<file path="config.mk">
export PLATFORM = sky130hd
export DESIGN_NAME = ptw_walker
export DESIGN_NICKNAME = d
export VERILOG_FILES = /design/src/rtl/ptw_pkg.sv /design/src/rtl/ptw_fetch_addr.sv /design/src/rtl/ptw_entry_check.sv /design/src/rtl/ptw_walker.sv
export SDC_FILE = /design/constraint.sdc
export NUM_CORES = 1
export LEC_CHECK = 0
export ABC_CLOCK_PERIOD_IN_PS = 8300
export BUFFER_PORTS_ARGS = -buffer_cell sky130_fd_sc_hd__buf_2
export CELL_PAD_IN_SITES_DETAIL_PLACEMENT = 0
export CELL_PAD_IN_SITES_GLOBAL_PLACEMENT = 2
export CORE_ASPECT_RATIO = 1.75
export CORE_MARGIN = 4
export CORE_UTILIZATION = 36
export CTS_BUF_LIST = sky130_fd_sc_hd__clkbuf_16
export DETAILED_ROUTE_END_ITERATION = 6
export MAX_ROUTING_LAYER = met4
export PLACE_DENSITY_LB_ADDON = 0.1
export SETUP_SLACK_MARGIN = 0.3
export SYNTH_ARGS = -nofsm -noshare
export SYNTH_HDL_FRONTEND = slang
export SYNTH_SLANG_ARGS = --single-unit
</file>
<file path="constraint.sdc">
create_clock -name clk -period 8.3 [get_ports clk]
set_clock_uncertainty 0.1 [all_clocks]
set_input_delay 0.415 -clock clk [delete_from_list [all_inputs] [get_ports clk]]
set_output_delay 0.415 -clock clk [all_outputs]
set_load 0.02 [all_outputs]
</file>
<file path="src/rtl/ptw_pkg.sv">
package ptw_pkg;

   localparam int WORD_W   = 32;
   localparam int PA_W     = 36;
   localparam int PG_SHIFT = 12;
   localparam int N_TBL    = 3;

   // virtual-address index field per table level (1..3)
   localparam int T1_HI = 31;
   localparam int T1_LO = 24;
   localparam int T2_HI = 23;
   localparam int T2_LO = 18;
   localparam int T3_HI = 17;
   localparam int T3_LO = 12;

   typedef enum logic [1:0] {
      ET_INVALID = 2'd0,
      ET_TABLE   = 2'd1,
      ET_LEAF    = 2'd2,
      ET_RSVD    = 2'd3
   } ent_type_e;

   typedef enum logic [1:0] {
      FC_NONE    = 2'd0,
      FC_INVALID = 2'd1,
      FC_BADTYPE = 2'd2
   } fault_e;

   typedef enum logic [1:0] {
      ST_IDLE,
      ST_FETCH,
      ST_WBACK,
      ST_DONE
   } walk_state_e;

   typedef enum logic [1:0] {
      STEP_DESCEND,
      STEP_LEAF,
      STEP_FAULT
   } step_e;

endpackage

</file>
<file path="src/rtl/ptw_fetch_addr.sv">
module ptw_fetch_addr
   import ptw_pkg::*;
#(
   parameter int CTX_W = 8
) (
   input  logic [1:0]        lvl,
   input  logic [WORD_W-1:0] va,
   input  logic [WORD_W-1:0] ctx_ptr,
   input  logic [CTX_W-1:0]  ctx,
   input  logic [WORD_W-1:0] base,
   output logic [WORD_W-1:0] addr
);

   logic [WORD_W-1:0] idx_off [N_TBL];

   for (genvar g = 0; g < N_TBL; g++) begin : g_idx
      localparam int HI = (g == 0) ? T1_HI : ((g == 1) ? T2_HI : T3_HI);
      localparam int LO = (g == 0) ? T1_LO : ((g == 1) ? T2_LO : T3_LO);
      assign idx_off[g] = WORD_W'(va[HI:LO]) << 2;
   end

   logic [WORD_W-1:0] root_addr;
   assign root_addr = (ctx_ptr << 4) + (WORD_W'(ctx) << 4);

   always_comb begin
      case (lvl)
         2'd0:    addr = root_addr;
         2'd1:    addr = base + idx_off[0];
         2'd2:    addr = base + idx_off[1];
         default: addr = base + idx_off[2];
      endcase
   end

endmodule

</file>
<file path="src/rtl/ptw_entry_check.sv">
module ptw_entry_check
   import ptw_pkg::*;
#(
   parameter int ACC_BIT = 5,
   parameter int MOD_BIT = 6
) (
   input  logic [WORD_W-1:0] entry,
   input  logic [1:0]        lvl,
   input  logic              is_write,
   input  logic [WORD_W-1:0] va,
   output step_e             step,
   output fault_e            code,
   output logic              need_wb,
   output logic [WORD_W-1:0] upd_entry,
   output logic [PA_W-1:0]   phys
);

   localparam logic [WORD_W-1:0] OFF1_MSK = (WORD_W'(1) << T1_LO) - 1;
   localparam logic [WORD_W-1:0] OFF2_MSK = (WORD_W'(1) << T2_LO) - 1;
   localparam logic [WORD_W-1:0] OFF3_MSK = (WORD_W'(1) << T3_LO) - 1;

   ent_type_e etype;
   assign etype = ent_type_e'(entry[1:0]);

   always_comb begin
      step = STEP_FAULT;
      code = FC_BADTYPE;
      case (etype)
         ET_INVALID: code = FC_INVALID;
         ET_TABLE: if (lvl != 2'd3) begin
            step = STEP_DESCEND;
            code = FC_NONE;
         end
         ET_LEAF: if (lvl != 2'd0) begin
            step = STEP_LEAF;
            code = FC_NONE;
         end
         default: ;
      endcase
   end

   assign need_wb = !entry[ACC_BIT] || (is_write && !entry[MOD_BIT]);

   always_comb begin
      upd_entry          = entry;
      upd_entry[ACC_BIT] = 1'b1;
      if (is_write) upd_entry[MOD_BIT] = 1'b1;
   end

   logic [WORD_W-1:0] off;
   always_comb begin
      case (lvl)
         2'd1:    off = va & OFF1_MSK;
         2'd2:    off = va & OFF2_MSK;
         default: off = va & OFF3_MSK;
      endcase
   end

   assign phys = {entry[WORD_W-1:8], PG_SHIFT'(0)} + PA_W'(off);

endmodule

</file>
<file path="src/rtl/ptw_walker.sv">
module ptw_walker
   import ptw_pkg::*;
#(
   parameter int CTX_W   = 8,
   parameter int ACC_BIT = 5,
   parameter int MOD_BIT = 6
) (
   input  logic              clk,
   input  logic              rst_n,
   input  logic              req_valid,
   output logic              req_ready,
   input  logic [31:0]       req_vaddr,
   input  logic              req_write,
   input  logic              ctl_enable,
   input  logic [31:0]       ctx_table_ptr,
   input  logic [CTX_W-1:0]  ctx_id,
   output logic              mem_valid,
   input  logic              mem_ready,
   output logic [31:0]       mem_addr,
   output logic              mem_we,
   output logic [31:0]       mem_wdata,
   input  logic [31:0]       mem_rdata,
   output logic              done,
   output logic              fault_valid,
   output logic [1:0]        fault_code,
   output logic [1:0]        walk_level,
   output logic [31:0]       leaf_entry,
   output logic [31:0]       leaf_addr,
   output logic [35:0]       phys_addr
);

   if (CTX_W < 1 || CTX_W > 28) begin : g_bad_ctx
      $error("ptw_walker: CTX_W out of range");
   end
   if (ACC_BIT < 2 || ACC_BIT > 7 || MOD_BIT < 2 || MOD_BIT > 7 || ACC_BIT == MOD_BIT) begin : g_bad_bits
      $error("ptw_walker: status bit positions must be distinct and within 7:2");
   end

   walk_state_e       st;
   logic [1:0]        lvl_q;
   logic [WORD_W-1:0] va_q, ctxp_q, base_q, leaf_q, laddr_q;
   logic [CTX_W-1:0]  ctx_q;
   logic              wr_q;
   fault_e            fault_q;
   logic [PA_W-1:0]   phys_q;

   logic [WORD_W-1:0] cur_addr;
   step_e             step;
   fault_e            step_code;
   logic              need_wb;
   logic [WORD_W-1:0] upd_entry;
   logic [PA_W-1:0]   step_phys;

   ptw_fetch_addr #(.CTX_W(CTX_W)) u_addr (
      .lvl     (lvl_q),
      .va      (va_q),
      .ctx_ptr (ctxp_q),
      .ctx     (ctx_q),
      .base    (base_q),
      .addr    (cur_addr)
   );

   ptw_entry_check #(.ACC_BIT(ACC_BIT), .MOD_BIT(MOD_BIT)) u_chk (
      .entry     (mem_rdata),
      .lvl       (lvl_q),
      .is_write  (wr_q),
      .va        (va_q),
      .step      (step),
      .code      (step_code),
      .need_wb   (need_wb),
      .upd_entry (upd_entry),
      .phys      (step_phys)
   );

   assign req_ready   = (st == ST_IDLE);
   assign mem_valid   = (st == ST_FETCH) || (st == ST_WBACK);
   assign mem_we      = (st == ST_WBACK);
   assign mem_addr    = (st == ST_WBACK) ? laddr_q : cur_addr;
   assign mem_wdata   = leaf_q;
   assign done        = (st == ST_DONE);
   assign fault_valid = (fault_q != FC_NONE);
   assign fault_code  = fault_q;
   assign walk_level  = lvl_q;
   assign leaf_entry  = leaf_q;
   assign leaf_addr   = laddr_q;
   assign phys_addr   = phys_q;

   always_ff @(posedge clk or negedge rst_n) begin
      if (!rst_n) begin
         st      <= ST_IDLE;
         lvl_q   <= '0;
         va_q    <= '0;
         ctxp_q  <= '0;
         ctx_q   <= '0;
         wr_q    <= 1'b0;
         base_q  <= '0;
         leaf_q  <= '0;
         laddr_q <= '0;
         fault_q <= FC_NONE;
         phys_q  <= '0;
      end else begin
         case (st)
            ST_IDLE: if (req_valid) begin
               va_q    <= req_vaddr;
               wr_q    <= req_write;
               ctxp_q  <= ctx_table_ptr;
               ctx_q   <= ctx_id;
               lvl_q   <= 2'd0;
               fault_q <= FC_NONE;
               if (ctl_enable) begin
                  st <= ST_FETCH;
               end else begin
                  leaf_q  <= '0;
                  laddr_q <= '0;
                  phys_q  <= PA_W'(req_vaddr);
                  st      <= ST_DONE;
               end
            end
            ST_FETCH: if (mem_ready) begin
               case (step)
                  STEP_DESCEND: begin
                     base_q <= {mem_rdata[27:2], 6'b0};
                     lvl_q  <= lvl_q + 2'd1;
                  end
                  STEP_LEAF: begin
                     leaf_q  <= need_wb ? upd_entry : mem_rdata;
                     laddr_q <= cur_addr;
                     phys_q  <= step_phys;
                     st      <= need_wb ? ST_WBACK : ST_DONE;
                  end
                  default: begin
                     fault_q <= step_code;
                     leaf_q  <= mem_rdata;
                     laddr_q <= cur_addr;
                     phys_q  <= '0;
                     st      <= ST_DONE;
                  end
               endcase
            end
            ST_WBACK: if (mem_ready) st <= ST_DONE;
            default:  st <= ST_IDLE;
         endcase
      end
   end


   done_pulse_chk: assert property (@(posedge clk) disable iff (!rst_n)
      done |=> !done);


   busy_not_ready_chk: assert property (@(posedge clk) disable iff (!rst_n)
      (mem_valid || done) |-> !req_ready);


   mem_hold_chk: assert property (@(posedge clk) disable iff (!rst_n)
      (mem_valid && !mem_ready) |=> (mem_valid && $stable(mem_addr) && $stable(mem_we) && $stable(mem_wdata)));


   wb_marks_chk: assert property (@(posedge clk) disable iff (!rst_n)
      (mem_valid && mem_we) |-> (mem_wdata[ACC_BIT] && mem_wdata[1:0] == 2'd2 && (mem_wdata[MOD_BIT] || !wr_q)));


   bypass_nomem_chk: assert property (@(posedge clk) disable iff (!rst_n)
      (req_valid && req_ready && !ctl_enable) |=> (done && !mem_valid));


   leaf_result_chk: assert property (@(posedge clk) disable iff (!rst_n)
      (done && !fault_valid && walk_level != 2'd0) |-> (leaf_entry[1:0] == 2'd2 && leaf_entry[ACC_BIT]));

endmodule

</file>
# Word-level counts from Yosys, hierarchy flattened
# Cells that the tools add are included.
# totals
in_bits	110
latch_bits	0
mem_bits_ro	0
ram_bits	0
mem_count	0
out_inout_bits	173
elab_cells	89
register_bits	201
# classes
bitwise	0
addsub	6
reduce_logical	19
order_cmp	0
eq_ne	16
n_mux	37
n_shift	0
n_mul	0
n_div	0
# ops
op	n
32-bit two-way mux	6
32-bit one-hot mux with 2 select lines	3
36-bit one-hot mux with 2 select lines	2
36-bit two-way mux	3
32-bit one-hot mux with 3 select lines	1
32-bit by 8-bit adder with 32-bit output	2
24-bit one-hot mux with 2 select lines	1
36-bit by 24-bit adder with 36-bit output	1
32-bit by 10-bit adder with 32-bit output	1
32-bit by 12-bit adder with 32-bit output	1
2-bit two-way mux	12
2-bit one-hot mux with 2 select lines	4
2-bit != test (second input constant)	7
2-bit one-hot mux with 3 select lines	2
4-bit AND reduction	3
2-bit by 1-bit == test with 1-bit output (second input constant)	4
2-bit == test (second input constant)	4
2-bit logical NOT	4
7-bit two-way mux	1
2-bit nonzero test	3
5-bit AND reduction	1
3-bit AND reduction	1
2-bit by 1-bit adder with 2-bit output (second input constant)	1
1-bit logical NOT	2
other kinds (6)	8

# Depth between registers and ports, before layout
# Gate-level depths: netlist of run 1.
# logic_depth
ltp_word	8
mapped_depth	14
ltp_nobuf	12

# Modules after synthesis
# A second synthesis of run 1 with hierarchy kept.
# hier_totals
hier_cells	1216
area_unflattened_um2	12828.6
# by_module_without_submodules
mod	instances	cells_per_inst	seq_area_each_um2	area_each_um2
ptw_walker	1	762	5129.9	9524.1
ptw_fetch_addr	1	273	0.0	1954.4
ptw_entry_check	1	181	0.0	1350.0

# Worst setup path before layout of run 1
# OpenSTA, ideal clock, no wires.
# synth_timing
path_type	reg2out
startpoint	register lvl_q[1], in the netlist walk_level[1]
endpoint	output port mem_addr[26]
path_buffers	2
required_ns	7.785
stages_incl_launch_ff	15
setup_slack_ns	4.638
t_arrival_ns	3.147
path_cell_list	dfrtp_1 > inv_1 > ha_1 > clkbuf_1 > clkbuf_1 > a22oi_1 > a21oi_1 > ha_1 > fa_1 > a21oi_1 > o21ai_1 > and2_1 > nand4_1 > xor2_1 > o221ai_1
# synth_between
elab_chain_len	3
word_cells_on_any_way	5
cone_classes	2 x eq/ne; 2 x mux; 1 x reduce/logical
# synth_rtl
item	line_no	rtl
from (decl)	ptw_walker.sv:40	logic [1:0] lvl_q;
from (signal assigned)	ptw_walker.sv:123	lvl_q <= lvl_q + 2'd1;
2-bit == test (tied with other cells)	ptw_fetch_addr.sv:26	case (lvl)
32-bit one-hot mux with 3 select lines (*)	ptw_fetch_addr.sv:26	
32-bit two-way mux (*)	ptw_walker.sv:78	assign mem_addr = (st == ST_WBACK) ? laddr_q : cur_addr;
to (decl)	ptw_walker.sv:19	output logic [31:0] mem_addr,
# Mark *: on every way between the ends. The rest lies on a longest branch, timed or not.

# Final worst setup path of run 1
# layout_timing
startpoint	register lvl_q[1], in the netlist walk_level[1]
endpoint	output port mem_addr[20]
# The elaborated chain is that of the path after synthesis.

==> flow_results.org, run 1 <==
** Pwr
- VDD sags by at most around 0.00020 V.
- Ratio of total power to cell area :: between 400 and 500 mW/mm²
- For this design the static power due to leakage is between 6 and 7 nW.

** Logic synthesis
- During synthesis, Yosys emitted a total of 0 warnings.
- Asr flop ratio synth :: 1.00
- Netlist cell types :: 64
- In the synthesized netlist, the number of instances is 1,090.
- EDFF count, synth :: 0
- The synthesized design contains 199 register bits.
- Mean instance size in the synthesized netlist :: a little over 10 µm²
- Among all flip-flop cells after synthesis, the most frequent one is dfrtp_1.
- Cell Area, Synth :: approximately 0.011 mm²
- The share of the Yosys chip area taken by registers is 0.449.

** Routing
- DRT Wirelength :: ~37,000 µm
- Vias per std cell :: ~5.3
- DRC violations left :: 0
- The count of nets left with antenna violations once routing finished came out at 0.
- First drt pass iteration count :: 5
- Post-DR wirelength/cell :: between 20 and 25 µm
- In this run, the number of DRC markers left after iteration 0 of detailed routing was roughly 420.
- Detailed routing inserted a total of 9,098 vias.

** Clocking
- CTS Buf Count :: 17
- Clock latency on the worst-skew pair, taken at its later pin, is between 0.4 and 0.5 ns.
- The clock passes through at most 2 buffers.
- Post-cts repair resize count :: 0
- H-Tree Depth :: 4
- TritonCTS built the clock tree.
- The cell sitting at the root of the clock tree is a clkbuf_16.
- Clock-pin slew was measured on the worst setup and hold paths at 0.08 ns.
- Clock sinks :: 199

** Timing
- Final max-slew violation count :: 0
- Fmax :: approximately 210 MHz
- Headroom to the max-slew limit :: 0.189
- At the pin with the least slew margin, the transition time is around 1.2 ns.
- Setup violations remaining at the end of the flow were counted as 0.
- Adding up every negative setup slack in the final design gives 0 ns.
- Dividing the final minimum period by the clock period gives 0.568.
- Setup repair after global routing missed its margin :: no
- The hold violation count in the final report is 0.
- Final worst path period need :: 4.72 ns

** Setup path
- Worst path cell trace :: inv_1 > ha_1 > a22oi_1 > a21oi_1 > ha_1 > fa_1 > a21oi_1 > o21ai_1 > nand2_1 > xor2_1 > o221ai_1 > mux2_2 > buf_2
- At the worst endpoint, the required time is ~7.8 ns.
- Reg-to-Reg Start :: walk_level[1]
- The endpoint identified for the worst register-to-register timing path is phys_addr[24].
- STA classifies the critical path startpoint as a flop.
- Following the worst setup path forward leads to its endpoint at mem_addr[20].
- Critical path class :: reg -> out
- On the worst path, the slowest cell contributes a delay of 0.53 ns.
- The worst setup path is captured at a primary output.
- Worst setup path startpoint :: walk_level[1]
- Of all nets on the critical path, the largest fanout is 18.
- For the worst setup path, the data arrival time is approximately 4.2 ns.
- Measured in cells, the most critical reg-to-reg path has a length of 12.
- Slowest cell on the critical path :: ha_1
- Across all register-to-register paths, the minimum setup slack is about 4.3 ns.

** Finish
- Ratio of cells with drive above 1 in the final layout :: 0.328
- Final non-filler cell total :: 1,711
- Layout overhead on the synthesized area :: 18.9%
- The library cells used most frequently in the layout, excluding fill and tap cells, are 273 x buf_2, 199 x dfrtp_1, 149 x nand2_1.
- # nets final :: 1,458
- Most common cell after layout, fill and taps aside :: buf_2

** Floorplanning
- Placement row count :: between 80 and 90
- In this run the standard cell core region covers 0.0303 mm².
- Initial Utilization :: 0.366
- Die Footprint :: between 0.03 and 0.04 mm²
- During I/O placement, the number of pins put on the boundary was around 280.
- Chip width :: 141 µm
- Measured along the y axis, the die boundary spans roughly 240 µm.

** Global routing
- In the global route stage, overall resource usage came out at 0.227.
- Residual overflow from global routing :: 0
- The number of global-route vias before repair is roughly 9,500.
- The first global-routing pass estimated 56,900 µm of wire.
- Pin count of the biggest net entering global routing :: 113
- The number of antenna violations at the first check in global routing came to 4.

** Hold path
- The worst hold path belongs to the class in -> reg.

** Placement
- During placement, the flow inserted port buffers numbering ~270.
- Including well taps, the total number of placed cells is between 1,500 and 2,000.
- Routability-driven placement finished with a final weighted congestion of 0.849.
- Detailed Place HPWL :: 28,200 µm

** Status
- Status :: completed

** Job
- Max-capacitance violation count :: 0
## worst min-delay path by stage
stage                           startpoint       endpoint  slack [ns]  cells after the start
after floorplan                      rst_n     base_q[10]        0.02                      0
after global placement       phys_addr[17]  phys_addr[17]        0.36                      2
after detailed placement     phys_addr[17]  phys_addr[17]        0.37                      2
after CTS                 ctx_table_ptr[8]      ctxp_q[8]        0.05                      2
after global routing             ctx_id[5]       ctx_q[5]        0.06                      2
final                     ctx_table_ptr[8]      ctxp_q[8]        0.07                      2
## area by class of cell
| class | count | area [µm²] |
|---|---|---|
| diodes | 4 | 10.0 |
| clock buffers | 17 | 425 |
| clock inverters | 15 | 175 |
| fillers | 3059 | 17100 |
| inverters | 40 | 150 |
| multi-input cells | 766 | 5500 |
| flip-flops and latches | 199 | 4980 |
| well taps | 387 | 484 |
| repair buffers | 283 | 1460 |
## Yosys cell counts, types with 16 or more instances
master / n / area, µm²
o221ai_1: 26 / 228
and3_1: 22 / 138
clkbuf_1: 36 / 135
xnor2_1: 33 / 289
nand2_1: 151 / 567
xor2_1: 33 / 289
a222oi_1: 16 / 160
ha_1: 38 / 475
a21oi_1: 35 / 175
nor2_1: 23 / 86.3
nand3_1: 43 / 215
buf_4: 36 / 270
inv_1: 40 / 150
dfrtp_1: 199 / 4980
mux2_2: 104 / 1170
o21ai_0: 58 / 290
and2_1: 19 / 119
## where the power goes
| group | total (W) | internal, W | switching [W] |
|---|---|---|---|
| registers | 0.00179 | 0.00141 | 0.000380 |
| clock network | 0.000868 | 0.000432 | 0.000435 |
| logic | 0.00329 | 0.00122 | 0.00207 |
| total | 0.00595 | 0.00306 | 0.00289 |
## cells by family (layout without fill, tap and decap cells)
kind of cell | count (synthesis) | count (layout) | share of synthesized area
xor+xnor | 66 | 66 | 0.0521
other cells | 1 | 8 | 0.000338
simple gates | 307 | 307 | 0.130
fa+ha+maj | 41 | 41 | 0.0483
flops | 199 | 199 | 0.449
compound gates | 238 | 238 | 0.151
buf+inv | 128 | 355 | 0.0582
mux | 110 | 110 | 0.111
## worst max-delay path, delay by kind of cell (launching register included)
kind,cells,cell delay [ns]
AO/OA/AOI/OAI,5,1.19
multiplexers,1,0.33
XOR/XNOR,1,0.37
flip-flops,1,0.48
buffers and inverters,2,0.28
AND/OR/NAND/NOR,1,0.13
adder cells (fa/ha/maj),3,0.96
## layer usage
metal | wire [µm] | up-vias | global-route usage
met5 | 0 | - | -
met4 | 1070 | 0 | 0.0861
met3 | 1780 | 46 | 0.0418
met2 | 20300 | 252 | 0.411
met1 | 14200 | 4474 | 0.246
li1 | - | 4326 | -
## repair_timing
item | 4_1_cts | 5_1_grt
hold buffers | 1 | 0
buffers inserted | 0 | 0
hold endpoints to repair | 87 | 0
## sequential cells by signal, summed over array words and instances, names as in the netlist
signal	count
base_q	26
ctx_q	8
ctxp_q	28
fault_code	2
leaf_addr	30
leaf_entry	32
phys_addr	36
st	2
va_q	32
walk_level	2
wr_q	1
## through the flow
step	util	hold slack, ns	instance area (µm²)	worst slack [ns]	total power (W)
after floorplan	-	0.0194	11100	4.64	0.00403
after global placement	0.415	0.362	12600	4.05	0.00511
after detailed placement	0.415	0.370	12600	4.02	0.00514
after CTS	0.435	0.0527	13200	3.50	0.00603
after global routing	0.435	0.0648	13200	3.23	0.00635
final	0.436	0.0715	13200	3.58	0.00595
Note: power is estimated with default switching activity, not from simulation.
==> run 2: changes to the inputs <==
Settings changed: ABC_CLOCK_PERIOD_IN_PS 8300 to 3900, CORE_UTILIZATION 36 to 30.
Clock period 8.3 ns to 3.9 ns, I/O delays scaled along.
==> run 2 against run 1 <==
  * Critical path depth stayed put
  * Flip-flop and latch count did not move
  * Clock power rose by 110%
  * Sequential power up 110%
  * Critical path type unchanged
  * Largest cell class unchanged
  * Highest routed layer unchanged
==> flow_results.org, run 2 (same netlist as run 1, synthesis figures left out) <==
** Status
- Status :: completed

** Routing
- In the routed design, unresolved DRC markers number 0.
- The first routing iteration left 430 violations.
- Post-DR wirelength/cell :: about 21 µm
- Post-route ant nets :: 0
- In the routed layout, each cell is associated on average with a via count of between 5 and 6.
- Routed via count :: 9,636
- The first TritonRoute pass finished after 5 iterations.
- Wires add up to approximately 40,000 µm.

** Finish
- Layout overhead on the synthesized area :: 33.4%
- Leaving out fill and tap cells, the most frequent cell in the layout is buf_2.
- For this run, the post-layout net count is ~1,600.
- Ant. Diodes :: 0
- Number of flip-flops under the largest register name :: 36
- In the final layout, the share of cells above drive strength 1 is 0.348.
- Number of filler instances in the final layout :: approximately 3,700
- Final non-filler cell total :: about 1,900
- Most used cells in the layout excluding fill and tap cells :: 268 x buf_2, 198 x dfrtp_1, 149 x nand2_1

** Timing
- Measured against its own limit, the worst slew margin works out to 0.492.
- Setup violations remaining at the end of the flow were counted as 0.
- The hold violation count in the final report is 0.
- Setup repair after global routing missed its margin :: yes
- Dividing the final minimum period by the clock period gives 0.897.
- Final max-slew violation count :: 0
- Final worst path period need :: 3.50 ns
- At the pin with the least slew margin, the transition time is around 0.76 ns.
- After layout, the worst setup slack is 0.401 ns.
- In the final timing run, aggregate negative setup slack is 0 ns.
- Timing would allow up to about 290 MHz.

** Setup path
- Worst path cell trace :: buf_4 > ha_4 > a22oi_2 > a21oi_2 > ha_1 > a21oi_2 > nor3_4 > buf_12 > o21ai_0 > xor2_1 > o22ai_2 > mux2_2 > buf_2
- Highest net fanout along the worst path :: 7
- Delay of the slowest critical-path stage :: between 0.3 and 0.4 ns
- Crit Reg-Reg Endpoint :: leaf_addr[26]
- Number of cells traversed by the worst register-to-register path :: 19
- At the worst endpoint, the arrival time is 3.20 ns.
- The slowest stage of the critical path belongs to the cell dfrtp_1.
- Worst-case register-to-register setup slack :: roughly 0.47 ns
- The worst register-to-register path begins at walk_level[0].
- CP Capture Point :: mem_addr[15]
- Data required, critical path :: approximately 3.6 ns
- The most numerous cell type found on the critical path is a21oi_2.
- Critical path capture point type :: primary output
- The worst setup path is launched from a flop.
- Worst setup path startpoint :: walk_level[1]
- Critical path class :: reg -> out

** Floorplanning
- Num ports :: ~280
- The core region is around 0.036 mm².
- Chip width :: 153 µm
- After floorplanning, the core was divided into roughly 90 placement rows.
- The floorplan step defined a die boundary enclosing 0.0402 mm².
- The die is 262 µm tall.
- The initial utilization of the core area, before any placement, comes to 0.306.

** Clocking
- Library cell used as clock root buffer :: clkbuf_16
- Clock sinks :: 199
- H-Tree Depth :: 4
- Clock-pin slew on the worst setup and hold paths :: approximately 0.080 ns
- Clock network latency to the later pin of the worst-skew pair :: around 0.45 ns
- CTS Buf Count :: 17
- CTS tree :: done
- No sink is reached through more buffers than the 2 on the longest clock path.

** Job
- Max-capacitance violation count :: 0

** Placement
- IO Port Bufs :: about 270
- Prior to clock tree synthesis, the placed netlist has a worst setup slack of 0.238 ns.
- After detailed placement, the design holds a cell count of 1,776.
- Detailed Place HPWL :: 31,200 µm
- Global placement routability congestion :: ~0.86

** Pwr
- Sequential share of power :: 0.290
- Of the total power, combinational logic draws 0.575.
- In this run the power spent charging and discharging nets is between 0.006 and 0.007 W.
- IR analysis of the VDD net gives a maximum drop of around 0.00034 V.
- Sw Ratio :: 0.480
- Dividing total power by cell area gives a power density of ~900 mW/mm².
- The share of total power dissipated in the clock network is 0.135.
- Leakage power :: 7.09 nW
- Cell Int Power :: 0.00690 W

** Global routing
- The number of antenna violations at the first check in global routing is 0.
- Across every metal layer, demand over resource in global routing totals 0.209.
- Pin count of the biggest net entering global routing :: between 70 and 80
- Residual overflow from global routing :: 0
- The number of global-route vias before repair came to 10,297.
- The first global-routing pass estimated roughly 63,000 µm of wire.

** Hold path
- In this run the most critical hold path is launched from ctl_enable.
- In this run the worst hold path is classified as in -> reg.
[run 2: cell count changes in the layout (fill, tap and decap cells not counted), sizes merged]
cell / before / now
clkbuf: 18 / 17
clkinv: 5 / 7
dlygate4sd3: 1 / 101
diode: 4 / 0
inv: 49 / 47
buf: 281 / 319
[run 2: power groups by stage]
stage | clock [W] | sequential (W) | combinational [W]
after global placement | 0 | 0.00384 | 0.00730
after global routing | 0.00192 | 0.00398 | 0.00829
after floorplan | 0 | 0.00409 | 0.00448
final | 0.00179 | 0.00384 | 0.00763
after detailed placement | 0 | 0.00387 | 0.00730
after CTS | 0.00187 | 0.00385 | 0.00762
[run 2: worst min-delay path by stage]
stage | depth (start not counted) | slack [ns] | to
after floorplan | 0 | -0.20 | base_q[10]
after global placement | 1 | 0.14 | ctxp_q[8]
after detailed placement | 1 | 0.14 | ctxp_q[10]
after CTS | 4 | 0.008 | st[1]
after global routing | 4 | 0.04 | st[1]
final | 4 | 0.03 | st[1]
[run 2: through the flow]
stage / hold slack (ns) / utilization / instance area [µm²] / total power, W
6_report: 0.0281 / 0.408 / 14800 / 0.0133
5_1_grt: 0.0392 / 0.408 / 14800 / 0.0142
4_1_cts: 0.00764 / 0.403 / 14600 / 0.0133
3_5_place_dp: 0.140 / 0.354 / 12800 / 0.0112
3_3_place_gp: 0.138 / 0.354 / 12800 / 0.0111
2_1_floorplan: -0.201 / - / 11100 / 0.00857
[run 2: area by class of cell]
cell class / instances / area (µm²) / area share
Sequential cell: 199 / 4980 / 0.337
Multi-Input combinational cell: 766 / 5720 / 0.387
Clock buffer: 17 / 425 / 0.0288
Clock inverter: 15 / 139 / 0.00939
Timing Repair Buffer: 420 / 2790 / 0.188
Inverter: 40 / 153 / 0.0103
Tap cell: 470 / 588 / 0.0397
[run 2: per-layer routing]
layer / track usage / share of wire
met2: 0.384 / 0.55
met5: - / 0
met1: 0.231 / 0.39
met4: 0.0726 / 0.028
met3: 0.0272 / 0.034
[run 2: critical path, delay by kind of cell, from the launching register on]
kind                       cells  cell delay (ns)
AOI/OAI and AO/OA              5             0.79
buffers and inverters          3             0.46
DFF                            1             0.38
xor gates and xnor gates       1             0.28
adders and majority gates      2             0.48
and+or+nand+nor                1             0.07
muxes                          1             0.29
[run 2: what timing repair did]
item                                   in CTS  in global routing
setup buffers                              11                  7
setup endpoints to repair                  25                 26
pin swaps                                   9                 17
resized for setup                          29                 23
endpoints found under the hold margin     223                  0
hold buffers                              101                  0
==> run 3: changes to the inputs <==
Settings changed: CORE_MARGIN 4 to 5, CORE_UTILIZATION 30 to 32, SYNTH_HIERARCHICAL from default to 1.
==> run 3 against run 2 <==
  * Clock power increased by 12%
  * Die area increased by 9.1%
  * Core utilization increased by 0.67 points
  * Clock-buffer cell count increased by 6
  * Power increased by 13%
  * Non-clock buffer count decreased by 9
  * Synthesized area increased by 14%
  * Critical endpoint unchanged
  * Flip-flop and latch count increased by 2
  * Register-to-register slack got worse by 0.03 ns
  * Synthesized cell count increased by 11%
==> flow_results.org, run 3 <==
** Setup path
- STA puts the critical path data arrival time at ~3.5 ns.
- Along the worst path, the maximum fanout reaches 6.
- On the worst path, the slowest cell contributes a delay of roughly 0.44 ns.
- Worst path cell trace :: inv_4 > ha_4 > nor2_4 > a21oi_2 > ha_4 > or2_4 > a31oi_4 > nor3_4 > buf_12 > buf_4 > buf_6 > xor2_1 > nor2_1 > a21oi_1 > mux2_2 > buf_2
- The worst setup path is launched from a flop.
- Data required, critical path :: approximately 3.6 ns
- The critical path in this run is classified as reg -> out.
- Slowest cell on the critical path :: dfrtp_2
- Most used cell along the critical path :: ha_4
- Critical path capture point type :: primary output

** Routing
- DRT iter0 DRCs :: roughly 360
- The detail route stage leaves a number of antenna-violating nets equal to 0.
- After detailed routing, the number of vias per cell comes to between 4 and 5.
- Wires add up to approximately 40,000 µm.
- Post-DR wirelength/cell :: around 20 µm
- Routed via count :: 9,831
- The first detailed-routing pass took 4 iterations.
- DRC violations left :: 0

** Global routing
- Across every metal layer, demand over resource in global routing totals 0.185.
- Global routing finished with a remaining overflow of 0.
- Initial antenna violation count :: 2
- The first global-routing pass estimated between 60,000 and 70,000 µm of wire.
- Via count of the first global-routing pass :: around 11,000
- Entering global routing, the biggest net connects 91 pins.

** Pwr
- The worst-case IR drop observed on VDD is ~0.00060 V.
- Total power draw :: around 0.015 W
- Leakage power :: about 7.8 nW
- Ratio of total power to cell area :: slightly above 900 mW/mm²

** Timing
- Ratio of final minimum period to clock period :: 0.960
- On the final layout, the worst hold slack is 0.0340 ns.
- Final max-slew violation count :: 0
- Setup violations remaining at the end of the flow were counted as 0.
- For this run, the top clock speed supported by timing is 267 MHz.
- The hold violation count in the final report is 0.
- Setup repair after global routing missed its margin :: yes
- Headroom to the max-slew limit :: 0.251
- For the final routed database, the setup TNS stands at 0 ns.
- Final worst path period need :: ~3.7 ns
- At the pin with the least slew margin, the transition time is 1.12 ns.

** Status
- Status :: completed

** Placement
- Detailed Place HPWL :: 29,400 µm
- IO Port Bufs :: about 280
- At the end of routability-driven placement, the weighted congestion stood at between 0.8 and 0.9.

** Clocking
- Clock sinks :: 201
- At the later pin of the worst-skew pair, clock insertion delay measures 0.52 ns.
- The clock passes through at most 3 buffers.
- Clock-pin slew on the worst setup and hold paths :: around 0.06 ns
- H-Tree Depth :: 1
- CTS tree :: done
- Counting the buffers created by CTS gives 23.
- The tree is rooted in a clkbuf_16.

** Floorplanning
- Measured along the x axis, the die boundary spans 160 µm.
- From bottom edge to top edge, the die measures around 270 µm.
- The floorplan has between 90 and 100 rows.
- Num ports :: between 200 and 300
- Initial Utilization :: 0.323
- Total core area :: ~0.039 mm²
- The floorplan step defined a die boundary enclosing approximately 0.044 mm².

** Logic synthesis
- During synthesis, Yosys emitted a total of 6 warnings.
- In this run the mean area of a mapped cell was 10.5 µm².
- Synthesis produced 1,208 cells.
- The cell area that synthesis handed to floorplanning was between 0.01 and 0.015 mm².

** Hold path
- The min-delay analysis places its worst path in the category in -> reg.

** Finish
- In the final layout, the share of cells above drive strength 1 is 0.364.
- The filler cells instantiated in the layout total slightly below 4,000.
- Across the whole layout, storage elements account for between 0.005 and 0.006 mm².
- The library cell used most frequently in the layout, excluding fill and tap cells, is buf_2.
- Number of flip-flops under the largest register name :: 36
- Most used cells in the layout excluding fill and tap cells :: 271 x buf_2, 199 x dfrtp_1, 149 x mux2_2
- The final layout contains between 1,500 and 2,000 nets.
- Relative to the synthesized area, the layout overhead comes to 28.4%.
- Summing all multi-input logic gate instances after layout gives around 0.007 mm².

** Job
- Max-cap violations in this run came to 0.
==> run 3: what timing repair did <==
action,in CTS,in global routing
gates resized for setup,56,29
buffers inserted,14,3
hold buffers,102,0
endpoints found under the hold margin,201,0
pin swaps,17,17
endpoints found under the setup margin,34,39
==> run 3: worst paths after layout <==
check | cells after the start | end | startpoint | slack, ns
max in group asynchronous | 3 | ctxp_q[3] | rst_n | 2.55
worst min-delay path | 5 | st[1] | ctl_enable | 0.03
min in group asynchronous | 2 | leaf_addr[1] | rst_n | 0.11
worst max-delay path | 16 | mem_addr[15] | walk_level[0] | 0.16
worst max register to register | 13 | phys_addr[23] | walk_level[0] | 0.44
worst min register to register | 1 | phys_addr[30] | phys_addr[30] | 0.39
==> run 3: critical path, delay by kind of cell, from the launching register on <==
kind / cells / cell delay (ns)
AOI/OAI and AO/OA: 3 / 0.48
muxes: 1 / 0.30
DFF: 1 / 0.44
and+or+nand+nor: 4 / 0.45
xor gates and xnor gates: 1 / 0.13
buffers and inverters: 5 / 0.59
adders and majority gates: 2 / 0.54
==> run 3: area by class of cell <==
cell class,instances,share of cell area
clock buffers,23,0.0353
flip-flops and latches,201,0.309
repair buffers,411,0.170
inverters,56,0.0131
diodes,2,0.000307
clock inverters,17,0.00576
multi-input cells,826,0.429
well taps,490,0.0376
==> run 3: report_power, final <==
group	total (W)	internal (W)	switching [W]	leakage (nW)
clock	0.00201	0.00113	0.000881	0.367
combinational	0.00915	0.00399	0.00516	4.94
sequential	0.00389	0.00305	0.000843	2.52
==> run 3: per-layer routing <==
metal / vias up / global-route usage / part of all wire
met5: - / - / 0
met4: 0 / 0.0526 / 0.028
met3: 49 / 0.0208 / 0.032
met2: 199 / 0.351 / 0.54
met1: 4830 / 0.203 / 0.40
li1: 4753 / - / -
==> run 3: stage by stage <==
stage / util / instance area [µm²] / instances / setup slack, ns
3_3_place_gp: 0.358 / 14100 / 1865 / 0.238
2_1_floorplan: - / 12700 / 1214 / 0.494
6_report: 0.415 / 16300 / 2026 / 0.157
5_1_grt: 0.415 / 16300 / 2026 / -0.00223
4_1_cts: 0.410 / 16100 / 2021 / -0.0313
3_5_place_dp: 0.358 / 14100 / 1865 / 0.227
